<file path="config.mk">
export PLATFORM = sky130hd
export DESIGN_NAME = cbu_branch_unit
export DESIGN_NICKNAME = d
export VERILOG_FILES = /design/src/rtl/cbu_pkg.sv /design/src/rtl/cbu_flag_reg.sv /design/src/rtl/cbu_target_add.sv /design/src/rtl/cbu_branch_sel.sv /design/src/rtl/cbu_branch_unit.sv
export SDC_FILE = /design/constraint.sdc
export NUM_CORES = 1
export LEC_CHECK = 0
export CORE_ASPECT_RATIO = 1.75
export CORE_MARGIN = 5
export CORE_UTILIZATION = 56
export CTS_CLUSTER_SIZE = 12
export DETAILED_ROUTE_END_ITERATION = 6
export DONT_BUFFER_PORTS = 1
export GPL_ROUTABILITY_DRIVEN = 0
export GPL_TIMING_DRIVEN = 0
export PLACE_DENSITY = 0.71
export SLEW_MARGIN = 40
export SYNTH_ARGS = -nofsm -noshare
export SYNTH_HDL_FRONTEND = slang
export SYNTH_SLANG_ARGS = --single-unit
</file>
<file path="constraint.sdc">
create_clock -name clk -period 1.85 [get_ports clk]
set_input_delay 0 -clock clk [delete_from_list [all_inputs] [get_ports clk]]
set_output_delay 0 -clock clk [all_outputs]
set_load 0.1 [all_outputs]
</file>
<file path="src/rtl/cbu_pkg.sv">
package cbu_pkg;

  typedef enum logic [1:0] {
    OPC_CLEAR = 2'b00,
    OPC_TEST  = 2'b01,
    OPC_INC   = 2'b10,
    OPC_NOP   = 2'b11
  } op_cls_e;

  typedef enum logic [1:0] {
    CND_ALWAYS = 2'b00,
    CND_EQ     = 2'b01,
    CND_NE     = 2'b10,
    CND_MI     = 2'b11
  } cond_e;

  typedef struct packed {
    logic n;
    logic z;
  } flags_t;

endpackage

</file>
<file path="src/rtl/cbu_flag_reg.sv">
module cbu_flag_reg
  import cbu_pkg::*;
#(
  parameter int ACC_W = 8
) (
  input  logic             clk,
  input  logic             rst_n,
  input  logic             op_vld,
  input  logic [1:0]       op_cls,
  input  logic [ACC_W-1:0] acc,
  output flags_t           flags_q
);

  localparam logic [ACC_W-1:0] ONE  = {{(ACC_W-1){1'b0}}, 1'b1};
  localparam logic [ACC_W-1:0] ONES = {ACC_W{1'b1}};

  logic [ACC_W-1:0] res;
  logic             upd;
  flags_t           flags_d;

  always_comb begin
    res = '0;
    upd = 1'b0;
    unique case (op_cls_e'(op_cls))
      OPC_CLEAR: begin res = '0;        upd = 1'b1; end
      OPC_TEST:  begin res = acc;       upd = 1'b1; end
      OPC_INC:   begin res = acc + ONE; upd = 1'b1; end
      default:   begin res = '0;        upd = 1'b0; end
    endcase
  end

  always_comb begin
    flags_d = flags_q;
    if (op_vld && upd) begin
      flags_d.n = res[ACC_W-1];
      flags_d.z = (res == '0);
    end
  end

  always_ff @(posedge clk or negedge rst_n) begin
    if (!rst_n) flags_q <= '0;
    else        flags_q <= flags_d;
  end


  clear_sets_z_chk: assert property (@(posedge clk) disable iff (!rst_n)
    (op_vld && op_cls == OPC_CLEAR) |=> (flags_q.z && !flags_q.n));


  inc_wrap_chk: assert property (@(posedge clk) disable iff (!rst_n)
    (op_vld && op_cls == OPC_INC && acc == ONES) |=> (flags_q.z && !flags_q.n));


  flags_hold_chk: assert property (@(posedge clk) disable iff (!rst_n)
    (!op_vld || op_cls == OPC_NOP) |=> $stable(flags_q));

endmodule

</file>
<file path="src/rtl/cbu_target_add.sv">
module cbu_target_add #(
  parameter int PC_W  = 16,
  parameter int OFF_W = 8
) (
  input  logic [PC_W-1:0]  base,
  input  logic [OFF_W-1:0] disp,
  output logic [PC_W-1:0]  target
);

  localparam int EXT_W = PC_W - OFF_W;

  logic [PC_W-1:0] disp_ext;

  generate
    if (EXT_W > 0) begin : g_ext
      assign disp_ext = {{EXT_W{disp[OFF_W-1]}}, disp};
    end else begin : g_same
      assign disp_ext = disp[PC_W-1:0];
    end
  endgenerate

  assign target = base + disp_ext;

endmodule

</file>
<file path="src/rtl/cbu_branch_sel.sv">
module cbu_branch_sel
  import cbu_pkg::*;
#(
  parameter int PC_W  = 16,
  parameter int OFF_W = 8
) (
  input  logic             clk,
  input  logic             rst_n,
  input  logic             br_vld,
  input  logic [1:0]       br_cond,
  input  logic [OFF_W-1:0] br_disp,
  input  logic [PC_W-1:0]  pc_after,
  input  flags_t           flags,
  output logic [PC_W-1:0]  pc_q,
  output logic             taken_q
);

  logic [PC_W-1:0] target;
  logic            cond_ok;
  logic [PC_W-1:0] pc_d;
  logic            taken_d;

  cbu_target_add #(.PC_W(PC_W), .OFF_W(OFF_W)) u_add (
    .base   (pc_after),
    .disp   (br_disp),
    .target (target)
  );

  always_comb begin
    unique case (cond_e'(br_cond))
      CND_ALWAYS: cond_ok = 1'b1;
      CND_EQ:     cond_ok = flags.z;
      CND_NE:     cond_ok = !flags.z;
      default:    cond_ok = flags.n;
    endcase
  end

  always_comb begin
    pc_d    = pc_q;
    taken_d = taken_q;
    if (br_vld) begin
      taken_d = cond_ok;
      pc_d    = cond_ok ? target : pc_after;
    end
  end

  always_ff @(posedge clk or negedge rst_n) begin
    if (!rst_n) begin
      pc_q    <= '0;
      taken_q <= 1'b0;
    end else begin
      pc_q    <= pc_d;
      taken_q <= taken_d;
    end
  end


  fallthrough_pc_chk: assert property (@(posedge clk) disable iff (!rst_n)
    (br_vld && br_cond == CND_NE && flags.z) |=> (!taken_q && pc_q == $past(pc_after)));


  minus_taken_chk: assert property (@(posedge clk) disable iff (!rst_n)
    (br_vld && br_cond == CND_MI && flags.n) |=> taken_q);


  branch_hold_chk: assert property (@(posedge clk) disable iff (!rst_n)
    !br_vld |=> ($stable(pc_q) && $stable(taken_q)));

endmodule

</file>
<file path="src/rtl/cbu_branch_unit.sv">
module cbu_branch_unit
  import cbu_pkg::*;
#(
  parameter int PC_W  = 16,
  parameter int OFF_W = 8,
  parameter int ACC_W = 8
) (
  input  logic             clk,
  input  logic             rst_n,
  input  logic             acc_op_vld,
  input  logic [1:0]       acc_op_cls,
  input  logic [ACC_W-1:0] acc_val,
  input  logic             br_vld,
  input  logic [1:0]       br_cond,
  input  logic [OFF_W-1:0] br_disp,
  input  logic [PC_W-1:0]  br_pc_after,
  output logic [PC_W-1:0]  pc_next,
  output logic             br_taken,
  output logic             flag_n,
  output logic             flag_z
);

  flags_t flags;

  cbu_flag_reg #(.ACC_W(ACC_W)) u_flags (
    .clk     (clk),
    .rst_n   (rst_n),
    .op_vld  (acc_op_vld),
    .op_cls  (acc_op_cls),
    .acc     (acc_val),
    .flags_q (flags)
  );

  cbu_branch_sel #(.PC_W(PC_W), .OFF_W(OFF_W)) u_sel (
    .clk      (clk),
    .rst_n    (rst_n),
    .br_vld   (br_vld),
    .br_cond  (br_cond),
    .br_disp  (br_disp),
    .pc_after (br_pc_after),
    .flags    (flags),
    .pc_q     (pc_next),
    .taken_q  (br_taken)
  );

  assign flag_n = flags.n;
  assign flag_z = flags.z;


  old_flags_used_chk: assert property (@(posedge clk) disable iff (!rst_n)
    (br_vld && br_cond == CND_EQ && !flag_z && acc_op_vld && acc_op_cls == OPC_CLEAR)
      |=> (!br_taken && flag_z));

endmodule

</file>
# Yosys cells after proc, flatten, opt, wreduce, memory -nomap -nowiden
# Cells that the tools add are included.
# W data, S select, Z words.
[op_classes]
add_sub_neg = 2
n_reduce_logical = 6
mux = 4
eq_ne = 4
[op_table]
columns = ["cell", "count"]
rows = [
  ["$add A16 B16 Y16", 1],
  ["$mux W16", 1],
  ["$pmux W8 S2", 1],
  ["$add A8 B1 Y8 const B", 1],
  ["$logic_not A8 Y1", 1],
  ["$eq A2 B1 Y1 const B", 2],
  ["$eq A2 B2 Y1 const B", 2],
  ["$logic_not A2 Y1", 2],
  ["$pmux W1 S3", 1],
  ["$reduce_or A3 Y1", 1],
  ["$logic_and A1 B1 Y1", 1],
  ["$logic_not A1 Y1", 1],
  ["$mux W1", 1],
]
[totals]
output_inout_bits = 19
regBits = 19
elab_cells = 20

# Logic depth before layout (Yosys ltp)
[depth]
word_depth = 4
ltp_mapped = 8

# Modules after synthesis
# A second synthesis with hierarchy kept.
[unflattened]
cells_unflattened = 235
area_unflattened_um2 = 1941.9
[by_module_without_submodules]
columns = ["module", "area_each_um2", "instances", "cells_per_inst", "seq_area_each_um2"]
rows = [
  ["cbu_branch_sel", 877.1, 1, 95, 425.4],
  ["cbu_target_add", 724.4, 1, 98, 0.0],
  ["cbu_flag_reg", 340.3, 1, 42, 50.0],
]

# Least setup slack after synthesis
# No wires, ideal clock.
[synth_timing]
path_type = "reg2reg"
from = "reg u_flags.flags_q[1] in the netlist's numbering"
to = "reg u_sel.pc_q[14]"
arrival_ns = 2.106
path_slack_ns = -0.378
stages_incl_launch_ff = 7
t_required_ns = 1.728
setup_ns = 0.122
path_cell_list = "dfrtp_1 a21boi_0 mux2i_1 inv_1 or4_1 o211ai_1 nor2_1"
[synth_via]
elab_chain_len = 2
[synth_lines]
columns = ["item", "line", "source"]
rows = [
  ["start, declared", "cbu_flag_reg.sv:11", "output flags_t flags_q"],
  ["start signal, assigned", "cbu_flag_reg.sv:42", "else flags_q <= flags_d;"],
  ["$pmux W1 S3", "cbu_branch_sel.sv:30", "unique case (cond_e'(br_cond))"],
  ["$mux W16", "cbu_branch_sel.sv:43", "pc_d = cond_ok ? target : pc_after;"],
  ["end signal, assigned", "cbu_branch_sel.sv:52", "pc_q <= pc_d;"],
  ["end, declared", "cbu_branch_sel.sv:14", "output logic [PC_W-1:0] pc_q,"],
]
# No other way between the ends.
# A chain may end at the register's enable or synchronous reset.

# Worst setup path in the final report
[layout_timing]
from = "reg u_flags.flags_q[1] in the netlist's numbering"
to = "reg u_sel.pc_q[5]"
# Same word-level chain as after synthesis.

==> out/results.ini <==
[outcome]
status=finished, violations left
violations=setup timing

[clock_network]
numCtsBuffers=3
clkTransAtPathRegs_ps=70
h-tree-depth=1
cts_root_buf=clkbuf_8
clk_path_buf_depth=2
cts_sinks=19
clk-insertion-delay-late_ps=250
cts_tree=done

[logic_synthesis]
post-synth-top-area-cell=dfrtp_1
synth_cells=217
ys_seq_area_share_pct=26.1
ys_types=47
syn_nets=277
synth_warnings=0
synthesis.area_um2=1820
synth_area_per_cell_um2=8.39
synth_top_area_share_pct=26.1
synth_edf_count=0
netlist_top_cells_area=dfrtp_1 26%, ha_1 13%, a21oi_1 6.0%, mux2i_1 5.5%, nor2_1 4.7%
async_flop_share_pct=100
synth-main-ff-cell=dfrtp_1
yosys_register_bits=19

[critical_path]
cp_max_fo=10
rr_worst_depth=7
end_kind=flop
r2r-start=u_flags.flags_q[1]$_DFFE_PN0P_
r2r_setup_slack_ps=-110
worst_setup_path_start_kind=flop
startpoint=u_flags.flags_q[1]$_DFFE_PN0P_
required_ps=1970
reg2reg_to=u_sel.pc_q[5]$_DFFE_PN0P_
crit_arrival_ps=2080
critical_path_class=flop to flop

[global_route]
grt_pass1_vias=1820
track_usage_pct=23.4
globalRouteOverflowTotal=0
grt_max_degree=20
grt_pass1_wl_um=8030
antenna_found_initial=0

[power_and_ir_drop]
total_power_mw=2.07
power.leakage_nw=0.970
powerDensity_nw_per_um2=916
ir_drop_v=0.000839

[sta]
layout_setup_ws_ps=-114
max_slew.worst_pin.slew_ps=510
setup_viol_count_final=11
max_freq_ghz=0.509
final.setup.tns_ps=-814
slew_headroom_pct=66.0
final.min_clock_period_ps=1960
fin_crit_sh_pct=106
drv_slew=0
whs_ps=10.7
fin_skew_ps=2.06
hold_viol=0
grt_setup_unrepaired=true

[floorplan]
die-width_um=53.1
num_rows=27
die-area_um2=4540
core_area_um2=3140
initial_core_util_pct=57.9
die_y_um=85.4
io_pins=59

[place]
dp_cells=262
portBuffers=0
dp_hpwl_um=3940

[cells_and_area]
antenna_cells=0
drive_gt1_share_pct=19.5
layoutNonFillerInstCount=284
synthToLayoutAreaGrowth_pct=24.3
layout_common_cells=23 x nor2_1, 21 x a21oi_1, 19 x ha_1
utilization_pct=72.0
fin_nets=302
layout_commonest_cell=nor2_1

[route]
drc=0
avgViaCountPerCell=6.34
wire_per_inst_um=18.0
wl_um=5100
dr.pass1.iters=4
ant_nets=0
drt_iter0_drc=52
vias=1800

[worst_hold_path]
holdCritStartpoint=acc_op_cls[1]
min_to=u_flags.flags_q[1]$_DFFE_PN0P_
hp-class=input pin to flop
hold_depth=2

[run]
maxCapViolCount=0

[critical path, stage by stage, from the launching register on]
cell,delay (ps)
dfrtp_4,640
a21boi_2,110
mux2i_1,180
buf_4,170
buf_4,190
buf_12,180
mux2i_4,260
a21oi_1,100
[through the flow]
| step | cell area [µm²] | worst slack, ps |
|---|---|---|
| after global routing | 2260 | -224 |
| final | 2260 | -114 |
| after floorplan | 1840 | -3.18 |
| after global placement | 1890 | -392 |
| after CTS | 2210 | -61.6 |
| after detailed placement | 1930 | -433 |
[synthesized netlist by cell type (2+ instances only)]
cell,n
buf_2,2
nand2_1,10
o211ai_1,3
xor2_1,7
clkbuf_1,5
dfrtp_1,19
nor3_1,3
nor2_1,23
a31oi_1,5
a21boi_0,2
xnor2_1,5
a22oi_1,2
o31ai_1,3
mux2_2,2
mux2i_1,10
a21o_1,9
nand3_1,8
o21ai_0,13
ha_1,19
nand2b_1,2
a211oi_1,3
inv_1,6
a21oi_1,22
nand4_1,3
and3_1,9
[how the worst max path moves through the flow]
| stage | endpoint | cells after the start |
|---|---|---|
| after CTS | u_sel.pc_q[14]$_DFFE_PN0P_ | 7 |
| after global routing | u_sel.pc_q[14]$_DFFE_PN0P_ | 7 |
| after global placement | u_sel.pc_q[9]$_DFFE_PN0P_ | 5 |
| final | u_sel.pc_q[5]$_DFFE_PN0P_ | 7 |
| after detailed placement | u_sel.pc_q[5]$_DFFE_PN0P_ | 5 |
| after floorplan | u_sel.pc_q[14]$_DFFE_PN0P_ | 5 |
[repair_timing]
item                                    CTS  global route
endpoints found under the setup margin   15            16
pin swaps                                 4             5
hold buffers                             15             1
gates resized for setup                  19             8
hold endpoints to repair                 32            19
buffers inserted                          2             0
[power by group]
group	leakage, nW	internal [mW]	switching, mW
Combinational	0.744	0.307	0.349
Sequential	0.204	0.502	0.631
Clock	0.0228	0.153	0.130
[sequential cells by signal, summed over array words and instances (netlist names)]
| signal | count |
|---|---|
| u_flags.flags_q | 2 |
| u_sel.pc_q | 16 |
| u_sel.taken_q | 1 |
[cell type report]
cell class,count,area (µm²)
well taps,43,53.8
inverters,7,28.8
plain buffers,7,46.3
multi-input cells,184,1380
repair buffers,20,201
fillers,249,880
flip-flops and latches,19,503
clock buffers,4,45.0
[kinds of logic (layout without fill, tap and decap cells)]
group	count (synthesis)	after routing	share of synthesized area, %
buffers and inverters	14	38	3.02
AOI/OAI and AO/OA	73	73	25.8
muxes	12	12	6.74
adders and majority gates	20	20	14.2
and+or+nand+nor	67	67	18.4
DFF	19	19	26.1
xor gates and xnor gates	12	12	5.77
[per-layer routing]
metal | GRT usage, % | vias to the layer above | routed length (µm)
met5 | 0 | - | 0
met4 | 9.07 | 0 | 173
met3 | 5.98 | 15 | 415
met2 | 42.3 | 86 | 2730
met1 | 24.6 | 836 | 1780
li1 | - | 863 | -
(Power assumes the default switching activity.)
